`config.mk`:
```
export PLATFORM = sky130hd
export DESIGN_NAME = spi_q_master
export DESIGN_NICKNAME = d
export VERILOG_FILES = /design/src/rtl/spi_q_pkg.sv /design/src/rtl/spi_q_divider.sv /design/src/rtl/spi_q_txhold.sv /design/src/rtl/spi_q_shifter.sv /design/src/rtl/spi_q_master.sv
export SDC_FILE = /design/constraint.sdc
export NUM_CORES = 1
export LEC_CHECK = 0
export CORE_UTILIZATION = 40
export DETAILED_ROUTE_END_ITERATION = 10
export GPL_TIMING_DRIVEN = 0
export PLACE_DENSITY = 0.71
export SLEW_MARGIN = 20
export SYNTH_ARGS = -nofsm -noshare
export SYNTH_HDL_FRONTEND = slang
export SYNTH_SLANG_ARGS = --single-unit
```
`constraint.sdc`:
```
create_clock -name clk -period 2.4 [get_ports clk]
set_input_delay 0.48 -clock clk [delete_from_list [all_inputs] [get_ports clk]]
set_output_delay 0.48 -clock clk [all_outputs]
set_load 0.01 [all_outputs]
```
`src/rtl/spi_q_pkg.sv`:
```
package spi_q_pkg;

  localparam int unsigned SEL_W = 2;

  typedef logic [SEL_W-1:0] div_sel_t;

  // Number of system clocks in half a bit time for a ratio code.
  function automatic int unsigned half_period(input div_sel_t sel, input int unsigned step_log);
    return 32'd1 << (step_log * 32'(sel));
  endfunction

endpackage

```
`src/rtl/spi_q_divider.sv`:
```
module spi_q_divider
  import spi_q_pkg::*;
#(
  parameter int unsigned STEP_LOG = 2
) (
  input  logic     clk,
  input  logic     rst_n,
  input  logic     run,
  input  div_sel_t div_sel,
  output logic     half_tick,
  output logic     phase
);

  localparam int unsigned CW = STEP_LOG * 3 + 1;

  logic [CW-1:0] cnt;
  logic [CW-1:0] lim;

  always_comb lim = CW'(half_period(div_sel, STEP_LOG) - 32'd1);

  assign half_tick = run && (cnt >= lim);

  // Free-running count; phase marks the second half of each bit time.
  always_ff @(posedge clk or negedge rst_n) begin
    if (!rst_n) begin
      cnt   <= '0;
      phase <= 1'b0;
    end else if (!run) begin
      cnt   <= '0;
      phase <= 1'b0;
    end else if (half_tick) begin
      cnt   <= '0;
      phase <= ~phase;
    end else begin
      cnt <= cnt + 1'b1;
    end
  end

  AST_TICK_GAP: assert property (@(posedge clk) disable iff (!rst_n)
    (half_tick && div_sel != '0) |=> (!half_tick || !$stable(div_sel)));

endmodule

```
`src/rtl/spi_q_txhold.sv`:
```
module spi_q_txhold #(
  parameter int unsigned DW = 8
) (
  input  logic          clk,
  input  logic          rst_n,
  input  logic          run,
  input  logic          tx_valid,
  input  logic [DW-1:0] tx_data,
  output logic          tx_ready,
  input  logic          take,
  output logic          hold_full,
  output logic [DW-1:0] hold_data
);

  logic accept;

  assign tx_ready = run && !hold_full;
  assign accept   = tx_valid && tx_ready;

  always_ff @(posedge clk or negedge rst_n) begin
    if (!rst_n) begin
      hold_full <= 1'b0;
      hold_data <= '0;
    end else if (!run) begin
      hold_full <= 1'b0;
    end else if (take) begin
      hold_full <= 1'b0;
    end else if (accept) begin
      hold_full <= 1'b1;
      hold_data <= tx_data;
    end
  end

  AST_ACCEPT_FILLS: assert property (@(posedge clk) disable iff (!rst_n)
    (tx_valid && tx_ready) |=> (hold_full && !tx_ready));

  AST_HOLD_KEEP: assert property (@(posedge clk) disable iff (!rst_n)
    (hold_full && !take && run) |=> (hold_full && $stable(hold_data)));

endmodule

```
`src/rtl/spi_q_shifter.sv`:
```
module spi_q_shifter #(
  parameter int unsigned DW = 8
) (
  input  logic          clk,
  input  logic          rst_n,
  input  logic          run,
  input  logic          half_tick,
  input  logic          phase,
  input  logic          cpol,
  input  logic          cpha,
  input  logic          miso,
  input  logic          hold_full,
  input  logic [DW-1:0] hold_data,
  output logic          take,
  output logic          sck,
  output logic          mosi,
  output logic [DW-1:0] rx_data,
  output logic          rx_valid,
  input  logic          rx_ready
);

  localparam int unsigned NHALF = 2 * DW;
  localparam int unsigned HW    = $clog2(NHALF);
  localparam logic [HW-1:0] LAST = HW'(NHALF - 1);

  logic          busy;
  logic [HW-1:0] h;
  logic [DW-1:0] shreg;
  logic          samp;
  logic          last_tick;
  logic          lvl;

  assign last_tick = busy && half_tick && (h == LAST);
  // New words begin only on a bit boundary (phase high at the tick).
  assign take      = half_tick && phase && hold_full && (!busy || h == LAST);

  always_ff @(posedge clk or negedge rst_n) begin
    if (!rst_n) begin
      busy  <= 1'b0;
      h     <= '0;
      shreg <= '0;
      samp  <= 1'b0;
    end else if (!run) begin
      busy <= 1'b0;
      h    <= '0;
    end else if (take) begin
      busy  <= 1'b1;
      h     <= '0;
      shreg <= hold_data;
    end else if (busy && half_tick) begin
      if (h == LAST) begin
        busy <= 1'b0;
        h    <= '0;
      end else begin
        h <= h + 1'b1;
        if (!h[0]) samp  <= miso;
        else       shreg <= {shreg[DW-2:0], samp};
      end
    end
  end

  always_ff @(posedge clk or negedge rst_n) begin
    if (!rst_n) begin
      rx_data  <= '0;
      rx_valid <= 1'b0;
    end else if (last_tick) begin
      rx_data  <= {shreg[DW-2:0], samp};
      rx_valid <= 1'b1;
    end else if (rx_ready) begin
      rx_valid <= 1'b0;
    end
  end

  // Even half-periods: idle for phase 0, active for phase 1.
  assign lvl  = busy && (cpha ? !h[0] : h[0]);
  assign sck  = cpol ^ lvl;
  assign mosi = busy && shreg[DW-1];

  AST_CHAIN: assert property (@(posedge clk) disable iff (!rst_n)
    (busy && half_tick && h == LAST && hold_full) |=> (busy && h == '0 && !hold_full));

  AST_RX_SET: assert property (@(posedge clk) disable iff (!rst_n)
    (busy && half_tick && h == LAST) |=> rx_valid);

endmodule

```
`src/rtl/spi_q_master.sv`:
```
module spi_q_master
  import spi_q_pkg::*;
#(
  parameter int unsigned DW       = 8,
  parameter int unsigned STEP_LOG = 2
) (
  input  logic          clk,
  input  logic          rst_n,
  input  logic          enable,
  input  logic          master_mode,
  input  logic          cpol,
  input  logic          cpha,
  input  logic [1:0]    div_sel,
  input  logic [DW-1:0] tx_data,
  input  logic          tx_valid,
  output logic          tx_ready,
  output logic [DW-1:0] rx_data,
  output logic          rx_valid,
  input  logic          rx_ready,
  output logic          sck,
  output logic          mosi,
  input  logic          miso
);

  logic          run;
  logic          half_tick;
  logic          phase;
  logic          take;
  logic          hold_full;
  logic [DW-1:0] hold_data;

  assign run = enable && master_mode;

  spi_q_divider #(.STEP_LOG(STEP_LOG)) u_div (
    .clk       (clk),
    .rst_n     (rst_n),
    .run       (run),
    .div_sel   (div_sel_t'(div_sel)),
    .half_tick (half_tick),
    .phase     (phase)
  );

  spi_q_txhold #(.DW(DW)) u_hold (
    .clk       (clk),
    .rst_n     (rst_n),
    .run       (run),
    .tx_valid  (tx_valid),
    .tx_data   (tx_data),
    .tx_ready  (tx_ready),
    .take      (take),
    .hold_full (hold_full),
    .hold_data (hold_data)
  );

  spi_q_shifter #(.DW(DW)) u_shift (
    .clk       (clk),
    .rst_n     (rst_n),
    .run       (run),
    .half_tick (half_tick),
    .phase     (phase),
    .cpol      (cpol),
    .cpha      (cpha),
    .miso      (miso),
    .hold_full (hold_full),
    .hold_data (hold_data),
    .take      (take),
    .sck       (sck),
    .mosi      (mosi),
    .rx_data   (rx_data),
    .rx_valid  (rx_valid),
    .rx_ready  (rx_ready)
  );

  AST_OFF_QUIET: assert property (@(posedge clk) disable iff (!rst_n)
    !run |=> (run || (sck == cpol && !mosi)));

  AST_SCK_ON_TICK: assert property (@(posedge clk) disable iff (!rst_n)
    (run && !half_tick) |=> (!run || $stable(sck) || !$stable(cpol) || !$stable(cpha)));

endmodule

```
==> results of run 1 <==
==> final cells by class <==
class | count | area share
Clock inverter | 3 | 0.00714
Sequential cell | 40 | 0.381
Clock buffer | 5 | 0.0262
Buffer | 5 | 0.0148
Inverter | 6 | 0.00857
Tap cell | 67 | 0.0319
Timing Repair Buffer | 38 | 0.147
Multi-Input combinational cell | 128 | 0.384
==> power by group <==
part	switching [W]	total (W)	internal (W)	leakage, nW
Clock	0.000232	0.000434	0.000202	0.0479
Combinational	0.0000528	0.000125	0.0000727	0.611
Sequential	0.0000171	0.000721	0.000704	0.540
Total	0.000302	0.00128	0.000979	1.20
==> critical path, stage by stage (launching register included) <==
cell	delay, ns
dfrtp_1	0.42
ha_1	0.29
and2_2	0.20
a221o_2	0.38
a41oi_4	0.31
nor3_4	0.09
buf_12	0.16
buf_4	0.13
a21o_2	0.17
==> per-stage QoR <==
| step | hold slack, ns | std cells |
|---|---|---|
| floorplan | 0.184 | 179 |
| global placement | 0.475 | 276 |
| detailed placement | 0.446 | 277 |
| CTS | 0.124 | 290 |
| global route | 0.142 | 292 |
| finish | 0.115 | 292 |
==> per-layer routing <==
metal  vias up  part of all wire  track usage
li1        748                 -            -
met1       720              0.52        0.234
met2        48              0.42        0.222
met3         4             0.056       0.0576
met4         0            0.0087       0.0458
met5         -                 0            0
==> worst min-delay path by stage <==
stage / startpoint / cells after the start / slack [ns] / end
2_1_floorplan: rst_n / 0 / 0.18 / u_div.cnt[0]
3_3_place_gp: u_div.cnt[0] / 1 / 0.47 / u_div.cnt[0]
3_5_place_dp: rst_n / 1 / 0.45 / u_shift.rx_data[4]
4_1_cts: rst_n / 1 / 0.12 / u_shift.rx_data[0]
5_1_grt: rst_n / 1 / 0.14 / u_shift.rx_data[0]
6_report: rst_n / 1 / 0.11 / u_shift.rx_data[0]
==> sequential cells by signal, indices dropped and copies added (netlist names) <==
signal	count
u_hold.hold_full	1
u_shift.h	4
u_shift.shreg	8
u_div.phase	1
u_shift.busy	1
u_shift.samp	1
u_shift.rx_data	8
u_div.cnt	7
u_hold.hold_data	8
u_shift.rx_valid	1
==> repair_timing <==
action,in CTS,in global routing
pin swaps,5,5
resized for setup,6,10
buffers inserted,5,2
setup endpoints to repair,32,27
==> logic make-up (layout without fill, tap and decap cells) <==
kind of cell               after synthesis  in the layout  share of synthesized area
DFF                                     40             40                      0.493
and+or+nand+nor                         58             58                      0.154
buffers and inverters                   11             57                     0.0283
other                                    1              1                    0.00185
muxes                                   17             17                      0.111
adders and majority gates                9              9                     0.0554
xor gates and xnor gates                 8              8                     0.0345
AOI/OAI and AO/OA                       35             35                      0.123
==> cells in the mapped netlist, types with 2 or more instances <==
library cell / number / area share
and3_1: 4 / 0.012
o21ai_0: 12 / 0.030
mux2_4: 9 / 0.067
nor3_1: 9 / 0.022
nand2_1: 9 / 0.017
buf_6: 2 / 0.011
dfrtp_1: 40 / 0.49
a31oi_1: 8 / 0.025
nand4_1: 7 / 0.022
nand3_1: 8 / 0.020
a21oi_1: 5 / 0.012
inv_1: 6 / 0.011
clkbuf_1: 2 / 0.0037
a21o_1: 3 / 0.011
ha_1: 9 / 0.055
nor2_1: 13 / 0.024
xor2_1: 3 / 0.013
xnor2_1: 5 / 0.022
mux2_2: 8 / 0.044
==> flow_metrics.env, run 1 <==
export IMPL_status="completed"
export IMPL_ant_nets=0
export IMPL_fp_coreArea_sq_um=4820
export IMPL_htree_levels=2
export IMPL_drc=0
export IMPL_avgRoutedWirePerCell_microns=13.0
export IMPL_mostFrequentLayoutCells="dfrtp_1, clkdlybuf4s50_1, nor2_1, o21ai_0"
export IMPL_grt_pass1_vias=1359
export IMPL_die_h_microns=73.3
export IMPL_avgSynthCellArea_sq_um=11.4
export IMPL_antenna_found_initial=0
export IMPL_fillers=433
export IMPL_r2r_start="u_div.cnt[5]"
export IMPL_cts_hold_buffers=0
export IMPL_dp_hpwl_microns=2820
export IMPL_ys_flop_type="dfrtp_1"
export IMPL_syn_area_sq_um=2030
export IMPL_fmax_mhz=443
export IMPL_viasPerCell=5.21
export IMPL_peakVddDrop_mv=0.416
export IMPL_antenna_cells=0
export IMPL_r2r_cells=8
export IMPL_portBuffers=30
export IMPL_crit_end="u_shift.rx_valid"
export IMPL_crit_path_end_kind="register"
export IMPL_clock_skew_ns=0.00586
export IMPL_crit_start="u_div.cnt[5]"
export IMPL_critPathMaxFanout=9
export IMPL_initialDrtViolationCount=93
export IMPL_place_ws_ns=-0.676
export IMPL_regToRegSetupSlack_ns=0.14
export IMPL_grt_usage=0.160
export IMPL_regArea_sq_um=1000
export IMPL_multi_input_area_sq_um=1010
export IMPL_synth_edf_count=0
export IMPL_final_util=0.546
export IMPL_ios=31
export IMPL_cp_arrival_ns=2.45
export IMPL_fin_crit_sh=0.941
export IMPL_finalHoldViolCount=0
export IMPL_grt_pass1_wl_microns=6330
export IMPL_routed_wl_microns=3790
export IMPL_clock_latency_ns=0.30
export IMPL_finalMaxSlewViolations=0
export IMPL_startpoint_type="register"
export IMPL_clockBufferDepth=2
export IMPL_area_growth_pct=29.4
export IMPL_first_pass_iters=4
export IMPL_rows=25
export IMPL_ys_seq_area_frac=0.493
export IMPL_clk_pin_slew_worst_paths_ns=0.08
export IMPL_cp_required_ns=2.59
export IMPL_crit_type="register to register"
export IMPL_layout_commonest_cell="dfrtp_1"
export IMPL_yosys_warnings=0
export IMPL_yosysUniqueCellTypes=36
export IMPL_clockRootBuffer="clkbuf_8"
export IMPL_min_period_ns=2.26
export IMPL_vias=1520
export IMPL_p_total_w=0.00128
export IMPL_maxCapViolCount=0
export IMPL_hp_class="primary input to async pin"
export IMPL_ys_ff_latch=40
export IMPL_start_util=0.422
export IMPL_die_area_sq_um=5370
export IMPL_layout_nets=252
export IMPL_synthCells=179
export IMPL_reg2reg_to="u_shift.rx_valid"
export IMPL_fin_tns_setup_ns=0
export IMPL_syn_nets=207
export IMPL_place_area_sq_um=2450
export IMPL_cellPowerDensity_nw_per_um2=487
export IMPL_die_width_microns=73.3
export IMPL_design_area_sq_um=2630
export IMPL_grt_max_degree=24
export IMPL_drive_above_1_share=0.244
export IMPL_cts_made_buffers=5
export IMPL_setup_viol=0
export IMPL_grt_overflow=0
export IMPL_cts_tree="done"
export IMPL_cts_num_sinks=40
export IMPL_async_flop_share=1.00
export IMPL_routabilityCongestion=0.795
export IMPL_p_leak_nw=1.20
export IMPL_rsz0062_at_grt="no"
export IMPL_fin_ws_ns=0.140
(Power assumes the default switching activity.)
==> inputs of run 2 (changes only) <==
--- a/config.mk
+++ b/config.mk
@@ -5,9 +5,11 @@
 export SDC_FILE = /design/constraint.sdc
 export NUM_CORES = 1
 export LEC_CHECK = 0
+export CAP_MARGIN = 20
 export CORE_UTILIZATION = 40
 export DETAILED_ROUTE_END_ITERATION = 10
 export GPL_TIMING_DRIVEN = 0
+export HOLD_SLACK_MARGIN = 0.03
 export PLACE_DENSITY = 0.71
 export SLEW_MARGIN = 20
 export SYNTH_ARGS = -nofsm -noshare
==> results of run 2 <==
Final layout, timing and power as in run 1 (identical DEF).
